<file path="src/rtl/cbs_tx_arbiter.sv">
module cbs_tx_arbiter #(
  parameter int CW = 32,
  parameter int SW = 24
) (
  input  logic                 clk,
  input  logic                 rst_n,
  input  logic                 byte_en,
  input  logic                 av_ready,
  input  logic                 lg_ready,
  input  logic                 frm_end,
  input  logic [SW-1:0]        idle_slope,
  input  logic [SW-1:0]        send_slope,
  input  logic signed [CW-1:0] hi_limit,
  input  logic signed [CW-1:0] lo_limit,
  output logic                 grant_av,
  output logic                 grant_lg,
  output logic signed [CW-1:0] credit
);
  localparam int EW = CW + 1;

  logic busy, av_ok;
  logic signed [EW-1:0] up_sum, dn_sum, hi_x, lo_x;
  logic signed [CW-1:0] credit_nx;

  assign busy   = grant_av | grant_lg;
  assign av_ok  = av_ready & ~credit[CW-1];
  assign hi_x   = EW'(hi_limit);
  assign lo_x   = EW'(lo_limit);
  assign up_sum = EW'(credit) + $signed(EW'(idle_slope));
  assign dn_sum = EW'(credit) - $signed(EW'(send_slope));

  always_comb begin
    credit_nx = credit;
    if (grant_av) begin
      if (byte_en) credit_nx = (dn_sum < lo_x) ? lo_limit : dn_sum[CW-1:0];
    end else if (av_ready) begin
      if (byte_en) credit_nx = (up_sum > hi_x) ? hi_limit : up_sum[CW-1:0];
    end else if (credit > 0) begin
      credit_nx = '0;
    end else if (credit[CW-1] && byte_en) begin
      credit_nx = up_sum[CW] ? up_sum[CW-1:0] : '0;
    end
  end

  always_ff @(posedge clk) begin
    if (!rst_n) begin
      credit   <= '0;
      grant_av <= 1'b0;
      grant_lg <= 1'b0;
    end else begin
      credit <= credit_nx;
      if (busy) begin
        if (frm_end) begin
          grant_av <= 1'b0;
          grant_lg <= 1'b0;
        end
      end else if (av_ok) begin
        grant_av <= 1'b1;
      end else if (lg_ready) begin
        grant_lg <= 1'b1;
      end
    end
  end

  AST_GRANT_ONEHOT: assert property (@(posedge clk) disable iff (!rst_n)
    $onehot0({grant_av, grant_lg}));
  AST_GRANT_HOLD: assert property (@(posedge clk) disable iff (!rst_n)
    (grant_av | grant_lg) && !frm_end |=> $stable({grant_av, grant_lg}));
  AST_AV_NEEDS_CREDIT: assert property (@(posedge clk) disable iff (!rst_n)
    $rose(grant_av) |-> !$past(credit[CW-1]));
  AST_END_RELEASE: assert property (@(posedge clk) disable iff (!rst_n)
    (grant_av | grant_lg) && frm_end |=> !(grant_av | grant_lg));
  AST_DROP_POSITIVE: assert property (@(posedge clk) disable iff (!rst_n)
    !grant_av && !av_ready && (credit > 0) |=> credit == 0);
  AST_IDLE_FROZEN: assert property (@(posedge clk) disable iff (!rst_n)
    !byte_en && !(!grant_av && !av_ready && (credit > 0)) |=> $stable(credit));
  AST_IN_BOUNDS: assert property (@(posedge clk) disable iff (!rst_n)
    (credit <= hi_limit) && (credit >= lo_limit));
endmodule

</file>
<file path="config.mk">
export PLATFORM = sky130hd
export DESIGN_NAME = cbs_tx_arbiter
export DESIGN_NICKNAME = d
export VERILOG_FILES = /design/src/rtl/cbs_tx_arbiter.sv
export SDC_FILE = /design/constraint.sdc
export NUM_CORES = 1
export LEC_CHECK = 0
export BUFFER_PORTS_ARGS = -buffer_cell sky130_fd_sc_hd__buf_2
export CELL_PAD_IN_SITES_DETAIL_PLACEMENT = 1
export CELL_PAD_IN_SITES_GLOBAL_PLACEMENT = 1
export CORE_ASPECT_RATIO = 2
export CORE_UTILIZATION = 44
export CTS_BUF_LIST = sky130_fd_sc_hd__clkbuf_8
export DETAILED_ROUTE_END_ITERATION = 16
export PLACE_DENSITY = 0.95
export SLEW_MARGIN = 20
export SYNTH_ARGS = -nofsm -noshare
export SYNTH_HDL_FRONTEND = slang
export SYNTH_SLANG_ARGS = --single-unit
</file>
<file path="constraint.sdc">
create_clock -name clk -period 7.9 [get_ports clk]
set_input_delay 1.185 -clock clk [delete_from_list [all_inputs] [get_ports clk]]
set_output_delay 1.185 -clock clk [all_outputs]
set_load 0.05 [all_outputs]
</file>
# ---- Word level (Yosys, flattened, before mapping)
# Index checks and enable logic that the tools add are counted.
dict set report classes {
  n_addsub 2
  order_cmp 3
  eq_ne 4
  mux 15
  n_bitwise 3
  n_reduce_logical 7
}
# cell n
set op_table {}
lappend op_table {{2-to-1 mux 32 bit} 9}
lappend op_table {{adder 32 x 25 -> 33 bit} 1}
lappend op_table {{greater-than comparator 33 x 32 -> 1 bit} 1}
lappend op_table {{less-than comparator 33 x 32 -> 1 bit} 1}
lappend op_table {{subtractor 32 x 25 -> 33 bit} 1}
lappend op_table {{greater-than comparator 32 x 1 -> 1 bit, second input constant} 1}
lappend op_table {{!= test 2 bit, second input constant} 4}
lappend op_table {{2-to-1 mux 1 bit} 6}
lappend op_table {{AND reduction 3 bit} 2}
lappend op_table {{nonzero test 2 bit} 2}
lappend op_table {{nonzero test 4 bit} 1}
lappend op_table {{AND reduction 2 bit} 1}
lappend op_table {{bitwise AND 1 bit} 1}
lappend op_table {{logical AND 1 bit} 1}
lappend op_table {{NOT 1 bit} 1}
lappend op_table {{bitwise OR 1 bit} 1}
dict set report word_totals {
  reg_bits 34
  in_bits 118
  out_inout_bits 34
  word_cells 37
}

# ---- Depth between registers and ports, before layout
dict set report depth {
  word_depth 6
  ltp_mapped 23
  ltp_nobuf 21
}

# ---- Least setup slack after synthesis
# OpenSTA, ideal clock, no wires.
dict set report synth_timing {
  path_kind {input to register}
  startpoint {input port send_slope[0]}
  endpoint {register credit[12]}
  setup_ns 0.131
  t_arrival_ns 5.431
  t_required_ns 7.769
  path_slack_ns 2.337
  path_stages 21
  path_buffers 1
  cell_sequence {ha_1 > inv_1 > fa_1 > a211oi_1 > o211a_1 > o21ai_1 > nand3_1 > a211oi_1 > nor3_1 > a221o_1 > ha_1 > a21o_1 > a2111oi_0 > nor2b_1 > o2111a_1 > o41ai_2 > nand2_2 > buf_2 > mux2_2 > a222oi_1 > a21oi_1}
}
dict set report synth_between {
  elab_chain_len 5
}
# element line
set synth_rtl {}
lappend synth_rtl {{start, declared} 12} ;# input logic [SW-1:0] send_slope,
lappend synth_rtl {{subtractor 32 x 25 -> 33 bit (*)} 30} ;# assign dn_sum = EW'(credit) - $signed(EW'(send_slope));
lappend synth_rtl {{less-than comparator 33 x 32 -> 1 bit} 35} ;# if (byte_en) credit_nx = (dn_sum < lo_x) ? lo_limit : dn_sum[CW-1:0];
lappend synth_rtl {{2-to-1 mux 32 bit (*) (2 in series)} 35}
lappend synth_rtl {{2-to-1 mux 32 bit (*)} 34} ;# if (grant_av) begin
lappend synth_rtl {{end signal, assigned} 51} ;# credit <= credit_nx;
lappend synth_rtl {{end, declared} 17} ;# output logic signed [CW-1:0] credit
# Every way passes the cells marked *; elsewhere a longest branch is shown, timed or not. The select of a mux whose other input is x is not followed.
# A chain may end at the register's enable or synchronous reset.

# ---- Worst setup path after layout
dict set report layout_timing {
  startpoint {input port idle_slope[0]}
  endpoint {register credit[1]}
}
dict set report layout_between {
  elab_chain_len 6
  elab_cells_between_ends 9
  cone_classes {add/sub (1); order compare (1); mux (7)}
}
# element line
set layout_rtl {}
lappend layout_rtl {{start, declared} 11} ;# input logic [SW-1:0] idle_slope,
lappend layout_rtl {{adder 32 x 25 -> 33 bit (*)} 29} ;# assign up_sum = EW'(credit) + $signed(EW'(idle_slope));
lappend layout_rtl {{greater-than comparator 33 x 32 -> 1 bit or 2-to-1 mux 32 bit (tied branches)} {37, 41}}
lappend layout_rtl {{2-to-1 mux 32 bit, on equally long branches} {37, 40}}
lappend layout_rtl {{2-to-1 mux 32 bit, on equally long branches} {37, 38}}
lappend layout_rtl {{2-to-1 mux 32 bit (*)} 36} ;# end else if (av_ready) begin
lappend layout_rtl {{2-to-1 mux 32 bit (*)} 34}
# Marked as above.

==> impl_metrics.yaml <==
outcome:
  status: "finished, final reports clean"
timing:
  rsz0062_at_grt: "no"
  slew_viol_final: 0
  tightestPinTransition_ps: 1010
  final-hold-violation-count: 0
  fin_skew_ps: 7.75
  relSlewSlack_pct: 32.5
  tns_ps: 0
  period_minus_slack_ps: 6900
  fin_crit_sh_pct: 87.4
  setup_violations: 0
  clock.fmax_mhz: 145
finish:
  layout_commonest_cell: "buf_2"
  area_growth_syn_to_layout_pct: 14.4
  drive_above_1_share_pct: 19.0
  final_util_pct: 51.9
  nNetsFinal: 1296
  stdcell_area_sq_um: 7720
  layout_common_cells: "buf_2, ha_1, inv_1"
die:
  core_area_sq_um: 14900
  io_pins: 152
  rows: 63
  initial_utilization_pct: 45.3
  die_w_microns: 89.6
  fp.dieArea_sq_um: 15900
  die_h_microns: 177
yosys:
  synth_edf_count: 0
  syn_inst: 934
  yosysUniqueCellTypes: 78
  syn_avg_cell_area_sq_um: 7.23
  synthArstFlopShare_pct: 0
  syn-cell-area_sq_um: 6750
  synth-seq-cells: 34
  synth_top_area_cell: "ha_1"
  yosys.area.top_type_share_pct: 20.9
  yosysWarningCount: 0
  synth_nets: 1167
  seq_area_frac_synth_pct: 10.1
  ys.flop_type: "dfxtp_1"
  netlist_top_cells_area: "ha_1, dfxtp_1, a21oi_1, inv_1, o21ai_0"
critical_path:
  endpoint_kind: "register"
  critPathArrivalTime_ps: 7130
  cp_max_fo: 25
  reg2reg_depth: 19
  startpoint_type: "input port"
  required_ps: 8130
  path_class: "in2reg"
drt:
  vias_per_cell: 6.53
  drt_iter0_drc: 590
  wire_per_inst_microns: 23.5
  vias: 8231
  drtAntennaViolNets: 0
  drc: 0
  drtPass1Iterations: 8
  totalWireLength_mm: 29.6
cts:
  htree_levels: 2
  cts.clk_slew.worst_paths_ps: 80
  root_buffer: "clkbuf_8"
  cts.repair.resized: 0
  cts_buffers: 5
  cts_sinks: 34
  worstSkewPairLatency_ps: 310
  hold_buffers: 0
  postCtsSetupBuffers: 0
  cts.path.max_buffers: 2
  cts_tree: "done"
grt:
  grt_pass1_wl_mm: 46.6
  antenna_found_initial: 2
  grt_overflow: 0
  grt_max_degree: 37
  first_global_vias: 8948
  grtUsageTotal_pct: 39.7
placement:
  place_area_sq_um: 7630
  globalplace.congestion: 0.975
  dp_hpwl_mm: 23.8
  portBuffers: 151
power:
  vdd_drop_max_v: 0.000296
  power.total_mw: 3.35
  p_per_area_nw_per_um2: 434
  power.leakage_nw: 3.92
hold_path:
  hold_depth: 2
  hold_path.class: "reg2reg"
job:
  drv_cap: 0
-- power by group --
part | internal [mW] | switching, mW
registers | 0.233 | 0.225
logic | 1.04 | 1.70
clock network | 0.0702 | 0.0755
total | 1.34 | 2.00
-- final cells by class --
class / count / area (sq um)
repair buffers: 154 / 778
clock inverters: 2 / 12.5
fillers: 2024 / 7170
multi-input cells: 758 / 5510
diodes: 1 / 2.50
clock buffers: 6 / 82.6
inverters: 110 / 413
well taps: 195 / 244
flip-flops and latches: 34 / 681
-- Yosys cell counts, types with 8 or more instances --
cell type and count:
nand4_1 16, nor3_1 20, nand2_1 76, xor2_1 20, o21ai_0 70, nor2_1 47
inv_1 110, a211oi_1 15, clkbuf_1 19, buf_2 8, ha_1 113, and3_1 9
a31oi_1 12, xnor2_1 28, a21o_1 29, nand3_1 17, dfxtp_1 34, o21a_1 18
a21oi_1 100, nor4_1 8, mux2_2 17, a221oi_1 20
-- stage by stage --
stage	instances	worst slack, ps	hold WS [ps]
after floorplan	934	2340	791
final	1260	999	578
after CTS	1259	1100	578
after global placement	1251	1470	531
after global routing	1259	529	613
after detailed placement	1251	983	553
-- kinds of logic (layout without fill, tap and decap cells) --
logic type	Yosys count	in the layout	share of synthesized area, %
xor+xnor	48	48	6.23
mux	20	20	3.28
fa+ha+maj	115	115	21.5
compound gates	341	341	33.7
simple gates	234	234	16.8
other cells	0	1	0
buf+inv	142	272	8.32
flops	34	34	10.1
-- worst paths after layout --
| path | start | end | slack, ps |
|---|---|---|---|
| worst max-delay path | idle_slope[0] | credit[1] | 1000 |
| worst min-delay path | grant_lg | grant_lg | 580 |
| worst max register to register | credit[0] | credit[1] | 1520 |
| worst min register to register | grant_lg | grant_lg | 580 |
-- registers in the layout, indices dropped and copies added (netlist names) --
name,flops
grant_lg,1
credit,32
grant_av,1
-- layer usage --
| metal | track usage (%) | wire length [microns] | vias up |
|---|---|---|---|
| met1 | 35.4 | 8840 | 3837 |
| li1 | - | - | 3709 |
| met2 | 65.8 | 14600 | 447 |
| met5 | 0 | 8 | - |
| met3 | 13.3 | 2260 | 236 |
| met4 | 40.1 | 3830 | 2 |
-- worst max-delay path, cell delays in order --
cell and delay, ps:
buf_2 100, ha_1 230, fa_1 410, a21oi_1 220, o221ai_2 170, a311oi_2 510
nor3_1 120, o21ai_0 450, a211oi_1 170, xor2_1 260, ha_1 310, a21o_1 180
a2111oi_0 590, o21a_1 260, o311ai_2 130, o21ai_2 300, nor2_4 120, nor3_4 830
a222oi_1 330, a21oi_1 250
Power figures use the tool's default switching activity.
